**src/rtl/asram_pkg.sv**
```systemverilog
package asram_pkg;

  typedef enum logic [2:0] {
    ST_IDLE,
    ST_RD,
    ST_WR,
    ST_WREC,
    ST_GAP
  } seq_state_e;

  // nanoseconds to clock cycles, rounded up, never below one
  function automatic int unsigned ns_to_cyc(input int unsigned ns, input int unsigned period_ps);
    longint unsigned c;
    c = (64'(ns) * 64'd1000 + 64'(period_ps) - 64'd1) / 64'(period_ps);
    if (c == 64'd0) c = 64'd1;
    return c[31:0];
  endfunction

  function automatic int unsigned umax(input int unsigned a, input int unsigned b);
    return (a > b) ? a : b;
  endfunction

endpackage

```
**src/rtl/asram_lockout.sv**
```systemverilog
module asram_lockout #(
  parameter int unsigned STARTUP_CYC = 100
) (
  input  logic clk,
  input  logic rst,
  input  logic pwr_good,
  output logic hold
);
  localparam int LCW = $clog2(STARTUP_CYC + 1);

  logic [LCW-1:0] wait_cnt;

  always_ff @(posedge clk) begin
    if (rst || !pwr_good)
      wait_cnt <= LCW'(STARTUP_CYC);
    else if (wait_cnt != '0)
      wait_cnt <= wait_cnt - 1'b1;
  end

  assign hold = (wait_cnt != '0) || !pwr_good;

  // a supply drop keeps traffic blocked on the following cycle
  p_supply_drop_holds_r9: assert property (@(posedge clk) disable iff (rst)
    !pwr_good |=> hold);

endmodule

```
**src/rtl/asram_seq.sv**
```systemverilog
module asram_seq
  import asram_pkg::*;
#(
  parameter int unsigned AW       = 20,
  parameter int unsigned DW       = 16,
  parameter int unsigned NB       = 2,
  parameter int unsigned RD_CYC   = 2,
  parameter int unsigned WP_CYC   = 1,
  parameter int unsigned WREC_CYC = 1,
  parameter int unsigned GAP_RD   = 1,
  parameter int unsigned GAP_WR   = 1,
  parameter int unsigned CYC_CYC  = 2,
  parameter int unsigned CW       = 2
) (
  input  logic          clk,
  input  logic          rst,
  input  logic          hold,
  input  logic          req_valid,
  output logic          req_ready,
  input  logic          req_write,
  input  logic [AW-1:0] req_addr,
  input  logic [DW-1:0] req_wdata,
  input  logic [NB-1:0] req_bmask,
  output logic          done,
  output logic [DW-1:0] rd_data,
  output logic          mem_ce_n,
  output logic          mem_we_n,
  output logic          mem_oe_n,
  output logic [NB-1:0] mem_be_n,
  output logic [AW-1:0] mem_addr,
  output logic [DW-1:0] mem_dq_out,
  output logic          mem_dq_oe,
  input  logic [DW-1:0] mem_dq_in
);

  seq_state_e    state;
  logic [CW-1:0] cnt;

  assign req_ready = (state == ST_IDLE) && !hold;

  always_ff @(posedge clk) begin
    if (rst) begin
      state      <= ST_IDLE;
      cnt        <= '0;
      done       <= 1'b0;
      rd_data    <= '0;
      mem_ce_n   <= 1'b1;
      mem_we_n   <= 1'b1;
      mem_oe_n   <= 1'b1;
      mem_be_n   <= '1;
      mem_addr   <= '0;
      mem_dq_out <= '0;
      mem_dq_oe  <= 1'b0;
    end else begin
      done <= 1'b0;
      if (hold) begin
        state     <= ST_IDLE;
        cnt       <= '0;
        mem_ce_n  <= 1'b1;
        mem_we_n  <= 1'b1;
        mem_oe_n  <= 1'b1;
        mem_be_n  <= '1;
        mem_dq_oe <= 1'b0;
      end else begin
        case (state)
          ST_IDLE: begin
            if (req_valid) begin
              mem_addr <= req_addr;
              mem_be_n <= ~req_bmask;
              mem_ce_n <= 1'b0;
              if (req_write) begin
                mem_we_n   <= 1'b0;
                mem_oe_n   <= 1'b1;
                mem_dq_out <= req_wdata;
                mem_dq_oe  <= 1'b1;
                cnt        <= CW'(WP_CYC - 1);
                state      <= ST_WR;
              end else begin
                mem_oe_n <= 1'b0;
                cnt      <= CW'(RD_CYC - 1);
                state    <= ST_RD;
              end
            end
          end
          ST_RD: begin
            if (cnt == '0) begin
              rd_data  <= mem_dq_in;
              done     <= 1'b1;
              mem_ce_n <= 1'b1;
              mem_oe_n <= 1'b1;
              mem_be_n <= '1;
              cnt      <= CW'(GAP_RD - 1);
              state    <= ST_GAP;
            end else begin
              cnt <= cnt - 1'b1;
            end
          end
          ST_WR: begin
            if (cnt == '0) begin
              mem_we_n <= 1'b1;
              cnt      <= CW'(WREC_CYC - 1);
              state    <= ST_WREC;
            end else begin
              cnt <= cnt - 1'b1;
            end
          end
          ST_WREC: begin
            if (cnt == '0) begin
              mem_ce_n  <= 1'b1;
              mem_be_n  <= '1;
              mem_dq_oe <= 1'b0;
              done      <= 1'b1;
              cnt       <= CW'(GAP_WR - 1);
              state     <= ST_GAP;
            end else begin
              cnt <= cnt - 1'b1;
            end
          end
          ST_GAP: begin
            if (cnt == '0) state <= ST_IDLE;
            else           cnt   <= cnt - 1'b1;
          end
          default: state <= ST_IDLE;
        endcase
      end
    end
  end

  // ---------------- checker state and assertions ----------------
  logic          ce_q;
  logic [CW-1:0] since_fall;
  logic [CW-1:0] we_low;

  always_ff @(posedge clk) begin
    if (rst) begin
      ce_q       <= 1'b1;
      since_fall <= CW'(CYC_CYC);
      we_low     <= '0;
    end else begin
      ce_q <= mem_ce_n;
      if (ce_q && !mem_ce_n)              since_fall <= CW'(1);
      else if (since_fall < CW'(CYC_CYC)) since_fall <= since_fall + 1'b1;
      if (!mem_we_n) begin
        if (we_low < CW'(WP_CYC)) we_low <= we_low + 1'b1;
      end else begin
        we_low <= '0;
      end
    end
  end

  // chip-select falling edges are at least one full cycle interval apart
  p_cycle_spacing_r6: assert property (@(posedge clk) disable iff (rst)
    (ce_q && !mem_ce_n) |-> (since_fall >= CW'(CYC_CYC)));

  // the write strobe is low for the full derived pulse unless aborted
  p_we_width_r3: assert property (@(posedge clk) disable iff (rst)
    ($rose(mem_we_n) && !$past(hold)) |-> (we_low >= CW'(WP_CYC)));

  // write data is on the pads whenever the write strobe is low
  p_data_driven_r3: assert property (@(posedge clk) disable iff (rst)
    !mem_we_n |-> mem_dq_oe);

  // the memory is never told to drive during a write
  p_oe_off_in_write_r5: assert property (@(posedge clk) disable iff (rst)
    !mem_we_n |-> mem_oe_n);

  // address does not move while chip select stays low
  p_addr_steady_r4: assert property (@(posedge clk) disable iff (rst)
    (!mem_ce_n && !$past(mem_ce_n)) |-> $stable(mem_addr));

  // byte lanes switch only together with chip select
  p_lanes_with_ce_r7: assert property (@(posedge clk) disable iff (rst)
    !$stable(mem_be_n) |-> !$stable(mem_ce_n));

  // completion follows a cycle in which the memory was selected
  p_done_after_access_r2: assert property (@(posedge clk) disable iff (rst)
    done |-> !$past(mem_ce_n));

  // a hold idles every strobe on the next cycle
  p_hold_idles_r10: assert property (@(posedge clk) disable iff (rst)
    hold |=> (mem_ce_n && mem_we_n && mem_oe_n && !mem_dq_oe && !done));

endmodule

```
**src/rtl/asram_strobe_ctrl.sv**
```systemverilog
module asram_strobe_ctrl
  import asram_pkg::*;
#(
  parameter int unsigned AW               = 20,
  parameter int unsigned DW               = 16,
  parameter int unsigned CLK_PERIOD_PS    = 20000,
  parameter int unsigned T_CYCLE_NS       = 35,
  parameter int unsigned T_ADDR_ACC_NS    = 35,
  parameter int unsigned T_OE_ACC_NS      = 15,
  parameter int unsigned T_WE_PULSE_NS    = 15,
  parameter int unsigned T_ADDR_TO_WEH_NS = 20,
  parameter int unsigned T_DATA_SETUP_NS  = 10,
  parameter int unsigned T_WREC_NS        = 12,
  parameter int unsigned T_HIGH_NS        = 2,
  parameter int unsigned T_STARTUP_NS     = 2000000
) (
  input  logic            clk,
  input  logic            rst,
  input  logic            pwr_good,
  input  logic            req_valid,
  output logic            req_ready,
  input  logic            req_write,
  input  logic [AW-1:0]   req_addr,
  input  logic [DW-1:0]   req_wdata,
  input  logic [DW/8-1:0] req_bmask,
  output logic            done,
  output logic [DW-1:0]   rd_data,
  output logic            mem_ce_n,
  output logic            mem_we_n,
  output logic            mem_oe_n,
  output logic [DW/8-1:0] mem_be_n,
  output logic [AW-1:0]   mem_addr,
  output logic [DW-1:0]   mem_dq_out,
  output logic            mem_dq_oe,
  input  logic [DW-1:0]   mem_dq_in
);

  localparam int unsigned NB          = DW / 8;
  localparam int unsigned P           = CLK_PERIOD_PS;
  localparam int unsigned RD_CYC      = umax(ns_to_cyc(T_ADDR_ACC_NS, P), ns_to_cyc(T_OE_ACC_NS, P));
  localparam int unsigned WP_CYC      = umax(umax(ns_to_cyc(T_WE_PULSE_NS, P),
                                                  ns_to_cyc(T_ADDR_TO_WEH_NS, P)),
                                             ns_to_cyc(T_DATA_SETUP_NS, P));
  localparam int unsigned WREC_CYC    = ns_to_cyc(T_WREC_NS, P);
  localparam int unsigned HIGH_CYC    = ns_to_cyc(T_HIGH_NS, P);
  localparam int unsigned CYC_CYC     = ns_to_cyc(T_CYCLE_NS, P);
  localparam int unsigned STARTUP_CYC = ns_to_cyc(T_STARTUP_NS, P);
  localparam int unsigned WR_ACT      = WP_CYC + WREC_CYC;
  localparam int unsigned GAP_RD      = umax(HIGH_CYC, (CYC_CYC > RD_CYC) ? CYC_CYC - RD_CYC : 1);
  localparam int unsigned GAP_WR      = umax(HIGH_CYC, (CYC_CYC > WR_ACT) ? CYC_CYC - WR_ACT : 1);
  localparam int unsigned MAXC        = umax(umax(umax(RD_CYC, WP_CYC), umax(WREC_CYC, CYC_CYC)),
                                             umax(GAP_RD, GAP_WR));
  localparam int unsigned CW          = $clog2(MAXC + 1);

  logic hold;

  asram_lockout #(
    .STARTUP_CYC(STARTUP_CYC)
  ) u_lockout (
    .clk     (clk),
    .rst     (rst),
    .pwr_good(pwr_good),
    .hold    (hold)
  );

  asram_seq #(
    .AW      (AW),
    .DW      (DW),
    .NB      (NB),
    .RD_CYC  (RD_CYC),
    .WP_CYC  (WP_CYC),
    .WREC_CYC(WREC_CYC),
    .GAP_RD  (GAP_RD),
    .GAP_WR  (GAP_WR),
    .CYC_CYC (CYC_CYC),
    .CW      (CW)
  ) u_seq (
    .clk       (clk),
    .rst       (rst),
    .hold      (hold),
    .req_valid (req_valid),
    .req_ready (req_ready),
    .req_write (req_write),
    .req_addr  (req_addr),
    .req_wdata (req_wdata),
    .req_bmask (req_bmask),
    .done      (done),
    .rd_data   (rd_data),
    .mem_ce_n  (mem_ce_n),
    .mem_we_n  (mem_we_n),
    .mem_oe_n  (mem_oe_n),
    .mem_be_n  (mem_be_n),
    .mem_addr  (mem_addr),
    .mem_dq_out(mem_dq_out),
    .mem_dq_oe (mem_dq_oe),
    .mem_dq_in (mem_dq_in)
  );

endmodule

```
**config.mk**
```make
export PLATFORM = sky130hd
export DESIGN_NAME = asram_strobe_ctrl
export DESIGN_NICKNAME = d
export VERILOG_FILES = /design/src/rtl/asram_pkg.sv /design/src/rtl/asram_lockout.sv /design/src/rtl/asram_seq.sv /design/src/rtl/asram_strobe_ctrl.sv
export SDC_FILE = /design/constraint.sdc
export NUM_CORES = 1
export LEC_CHECK = 0
export BUFFER_PORTS_ARGS = -buffer_cell sky130_fd_sc_hd__buf_2
export CORE_AREA = 2 2 87 89
export DETAILED_ROUTE_END_ITERATION = 7
export DIE_AREA = 0 0 89 91
export PLACE_DENSITY = 0.85
export SYNTH_ARGS = -nofsm -noshare
export SYNTH_HDL_FRONTEND = slang
export SYNTH_SLANG_ARGS = --single-unit
```
**constraint.sdc**
```tcl
create_clock -name clk -period 2.75 [get_ports clk]
set_clock_uncertainty 0.05 [all_clocks]
set_input_delay 0.4125 -clock clk [delete_from_list [all_inputs] [get_ports clk]]
set_output_delay 0.4125 -clock clk [all_outputs]
set_load 0.02 [all_outputs]
```
; Yosys cells after proc, flatten, opt, wreduce, memory -nomap -nowiden
; Index checks and enable logic that the tools add are counted.
; W data, S select, Z words.
[classes]
addsub = 2
multipliers = 0
n_div = 0
n_lt_le_gt_ge = 0
n_eq_ne = 12
shift = 0
muxes = 28
n_bitwise = 3
n_reduce_logical = 26
[ops]
columns = op, count
row1 = $reduce_bool A17 Y1, 1
row2 = $sub A17 B1 Y17 const B, 1
row3 = $reduce_and A4 Y1, 4
row4 = $reduce_and A3 Y1, 5
row5 = $mux W2, 6
row6 = $mux W3, 4
row7 = $pmux W3 S4, 1
row8 = $mux W1, 11
row9 = $ne A2 B1 Y1 const B, 5
row10 = $pmux W1 S2, 4
row11 = $reduce_bool A2 Y1, 4
row12 = $eq A3 B2 Y1 const B, 2
row13 = $ne A2 B2 Y1 const B, 3
row14 = $pmux W2 S3, 1
row15 = $reduce_or A3 Y1, 2
row16 = $pmux W2 S2, 1
row17 = $reduce_or A2 Y1, 2
row18 = $eq A3 B1 Y1 const B, 1
row19 = $eq A3 B3 Y1 const B, 1
row20 = $logic_not A3 Y1, 1
row21 = $reduce_bool A3 Y1, 1
row22 = $logic_not A1 Y1, 2
row23 = $logic_not A2 Y1, 1
row24 = $logic_or A1 B1 Y1, 2
row25 = other kinds (4), 5
[word_totals]
regBits = 81
latch_bits = 0
ram_bits = 0
mem_bits_ro = 0
input_bits = 59
output_inout_bits = 60
wordCells = 83
mem_count = 0

; Logic depth before layout (Yosys ltp)
[logic_depth]
ltp_word = 4
mapped_depth = 8
ltp_nobuf = 6

; Hierarchy
; Synthesis repeated with hierarchy kept, for this count alone.
[unflattened]
cells_unflattened = 419
hier_area_um2 = 3641.0
[modules_own_cells]
columns = mod, n_inst, cells_per_inst, area_each_um2
row1 = asram_seq, 1, 317, 2770.2
row2 = asram_lockout, 1, 102, 870.8

; Worst setup path before layout
; No wires, ideal clock.
[synth_path]
kind = reg2out
from = register u_lockout.wait_cnt[0]
to = output port req_ready
arrival_ps = 2437
setup_slack_ps = -149
stages_incl_launch_ff = 8
n_path_buf = 1
path_cell_list = dfxtp_1 inv_1 ha_1 or3b_2 nor4_1 buf_2 nand2_1 nor4_1
[synth_via]
elab_chain_cells = 4
[synth_lines]
columns = element, line
row1 = "start, declared", asram_lockout.sv:11  ; logic [LCW-1:0] wait_cnt;
row2 = "start signal, assigned", asram_lockout.sv:15  ; wait_cnt <= LCW'(STARTUP_CYC);
row3 = "start signal, assigned", asram_lockout.sv:17  ; wait_cnt <= wait_cnt - 1'b1;
row4 = $reduce_bool A17 Y1, asram_lockout.sv:20  ; assign hold = (wait_cnt != '0) || !pwr_good;
row5 = $logic_or A1 B1 Y1, asram_lockout.sv:20
row6 = $logic_not A1 Y1, asram_seq.sv:39  ; assign req_ready = (state == ST_IDLE) && !hold;
row7 = $logic_and A1 B1 Y1, asram_seq.sv:39
row8 = "end, declared", asram_strobe_ctrl.sv:21  ; output logic req_ready,
; Every way passes these cells.

; Worst setup path in the final report
; Same ends and word-level chain as after synthesis.

==> results.yml <==
synth:
  mappedNetlistArea_um2: 3470
  syn_inst: 424
  synth_seq_area_share_pct: 46.8
  synth_cell_type_count: 34
  net_count_of_the_mapped_netlist: 487
  syn_area_per_cell_um2: 8.18
  edff_count_synth: 0
  synth-main-ff-cell: "dfxtp_1"
  async_flop_share_pct: 0
  yosys_warnings: 0
  flops_latches_synth: 81
detailed_routing:
  drt_pre_antenna_iters: 5
  avgViaCountPerCell: 5.77
  drt_drc_violations_left: 0
  final_antenna_net_count: 0
  route.detailed.wl_per_inst_um: 15.3
  vias: 3686
  drt_iter0_markers: 210
  routed_wirelength_um: 9800
power:
  share_comb_of_total_power_pct: 5.7
  power.density_nw_per_um2: 504
  intPower_mw: 1.70
  power_frac_seq_pct: 53.0
  post-layout-total-power_mw: 2.23
  share_clk_of_total_power_pct: 41.2
  power_switching_uw: 538
  power.switching_fraction_pct: 24.1
  power.leakage_nw: 1.74
  vdd_drop_max_uv: 335
layout:
  nNetsFinal: 598
  register_area_um2: 1620
  multi_input_comb_area_um2: 1710
  final_layout_size_suffix_gt1_share_pct: 31.5
  antenna-diode-count: 0
  fin_util_pct: 62.1
  nFillCells: 644
  finish.instance_area_um2: 4430
  areaGrowthSynthToFinish_pct: 27.8
floorplan:
  floorplan.die_area_um2: 8100
  placementRows: 31
  die_height_um: 91
  initial_utilization_pct: 48.6
  core_area_um2: 7140
  dieWidth_um: 89
  pin_count: 119
sta:
  worst_slew_pin_slew_ps: 710
  setup_violations: 0
  final_hold_viol_count: 0
  drv_slew: 0
  final_min_period_over_clock_period_pct: 94.7
  finalWorstPathRequiredPeriod_ps: 2600
  max_slew_headroom_pct: 52.7
  setup-tns-final_ps: 0
  fmax_mhz: 384
critical_path:
  crit_path_end_kind: "primary output"
  r2r_slack_ps: 170
  worst-endpoint-required_ps: 2290
  kind_of_cell_with_the_highest_combined_delay_on_the_critical_path: "simple AND/OR/NAND/NOR gates"
  critical_path_peak_fanout: 4
  timing_worst_setup_path_type: "reg2out"
  worstPathCellList: "inv_1 > ha_2 > or3b_4 > nor4_4 > nand2_1 > nor4_2 > buf_4"
  timing.critical_path.from_type: "flip-flop"
  critical-path-slowest-cell: "or3b_4"
  critPathArrivalTime_ps: 2140
  worst_path_largest_cell_delay_ps: 410
  critical_path_buf_inv_count: 2
cts:
  numCtsBuffers: 9
  htree_levels: 3
  root_buffer: "clkbuf_8"
  clock_latency_late_sink_ps: 350
  tritoncts_clock_tree: "done"
  max-clock-path-buffers: 2
  clock_sinks: 81
  worst_setup_hold_path_clk_slew_ps: 90
place:
  place_area_um2: 4180
  port_buffers: 118
  dpl.hpwl_um: 6820
  gp_routability_congestion: 0.831
status:
  outcome: "finished clean"
grt:
  grt_pass1_wl_um: 15500
  grt_overall_usage_pct: 23.7
  number_of_global_route_vias_before_repair: 3434
  grt_start_max_net_pins: 36
  grt_remaining_overflow: 0
  antenna_found_initial: 0
job:
  drv_cap: 0
hold_path:
  min_path_type: "in2reg"
-- cell usage in the layout, fill, tap and decap left out, drive strengths merged --
cell      instances
dfxtp            81
a221oi            1
a211oi            5
o41ai             1
or4              11
mux2i             3
ha                4
nor2             14
o31ai             9
nand2b            8
nand4             1
nor4b             1
nand3b            1
o21ai            60
nor2b             3
bufinv            1
and4              1
a2111oi           1
or3               5
nor3              8
a31oi             1
or4b              1
nand3            60
or2               5
nor4             11
inv               8
a21oi            66
clkbuf           10
or3b              1
buf             139
nand2            15
clkinvlp          1
nor3b             1
o211ai            1
clkinv            1
-- cell usage after synthesis, drive strengths merged, types with 3 or more instances --
cell	n	area share, %
nand2b	8	1.4
ha	4	1.4
dfxtp	81	47
nor2	14	1.5
buf	8	1.2
o21ai	60	8.7
nand2	15	1.6
inv	5	0.54
or3	5	0.90
nor3	8	1.2
nor4	11	2.5
or2	5	0.90
or4	11	2.4
a21oi	66	9.5
nand3	60	8.7
nor2b	3	0.54
a211oi	5	1.1
mux2i	3	0.87
o31ai	9	1.9
clkbuf	31	3.4
-- logic make-up after synthesis --
logic type | count (synthesis) | share of synthesized area [%]
AND/OR/NAND/NOR | 147 | 23.5
AO/OA/AOI/OAI | 145 | 22.4
flip-flops | 81 | 46.8
buffers and inverters | 44 | 5.05
multiplexers | 3 | 0.866
adder cells (fa/ha/maj) | 4 | 1.44
-- worst reg2reg max path, stage by stage, from the launching register on --
cell and delay (ps):
dfxtp_1 330, inv_1 80, ha_2 200, or3b_4 410
buf_4 160, or4_1 610, buf_4 270, o21ai_0 260
a21oi_1 100
-- metrics by stage --
stage | hold slack, ps | setup WS, ps | cells
after global placement | 402 | 225 | 620
final | 252 | 146 | 639
after floorplan | 400 | 64.5 | 424
after CTS | 245 | 95.2 | 636
after global routing | 253 | -3.77 | 639
after detailed placement | 404 | 172 | 620
-- layout make-up --
type | instances | share of cell area (%)
clock inverters | 6 | 1.64
flip-flops and latches | 81 | 36.6
multi-input cells | 299 | 38.5
repair buffers | 139 | 16.9
well taps | 99 | 2.80
inverters | 5 | 0.423
clock buffers | 10 | 3.11
-- path summary, 6_finish.rpt --
kind | from | to | cells past startpoint
max | u_lockout.wait_cnt[0]$_SDFFE_PP0P_ | req_ready | 7
min | req_wdata[13] | u_seq.mem_dq_out[13]$_SDFFE_PP0P_ | 3
min reg2reg | u_seq.rd_data[6]$_SDFFE_PP0P_ | u_seq.rd_data[6]$_SDFFE_PP0P_ | 2
max reg2reg | u_lockout.wait_cnt[0]$_SDFFE_PP0P_ | u_seq.mem_dq_out[10]$_SDFFE_PP0P_ | 8
-- timing repair --
action / 4_1_cts / 5_1_grt
hold buffers: 0 / 0
setup buffers: 0 / 3
endpoints found under the setup margin: 1 / 1
resized for setup: 4 / 1
pin swaps: 1 / 3
-- per-layer routing --
layer / up-vias / track usage, % / routed length (um) / share of wire, %
li1: 1773 / - / - / -
met1: 1734 / 30.1 / 4030 / 41
met2: 159 / 39.1 / 4890 / 50
met3: 20 / 4.55 / 702 / 7.2
met4: 0 / 9.20 / 180 / 1.8
met5: - / 0 / 0 / 0
-- flip-flops by register name, indices dropped and copies added, names as in the netlist --
register            count
u_seq.rd_data          16
u_seq.state             3
u_seq.mem_addr         20
u_seq.done              1
u_seq.mem_ce_n          1
u_lockout.wait_cnt     17
u_seq.mem_oe_n          1
u_seq.mem_dq_out       16
u_seq.mem_we_n          1
u_seq.mem_dq_oe         1
u_seq.mem_be_n          2
u_seq.cnt               2
-- power groups by stage --
stage               registers, mW  clock network (mW)  logic (mW)
floorplan                    1.21                   0      0.0570
global placement             1.21                   0       0.113
detailed placement           1.21                   0       0.117
CTS                          1.18               0.923       0.120
global route                 1.19               0.968       0.139
finish                       1.18               0.921       0.128
(Power assumes the default switching activity.)
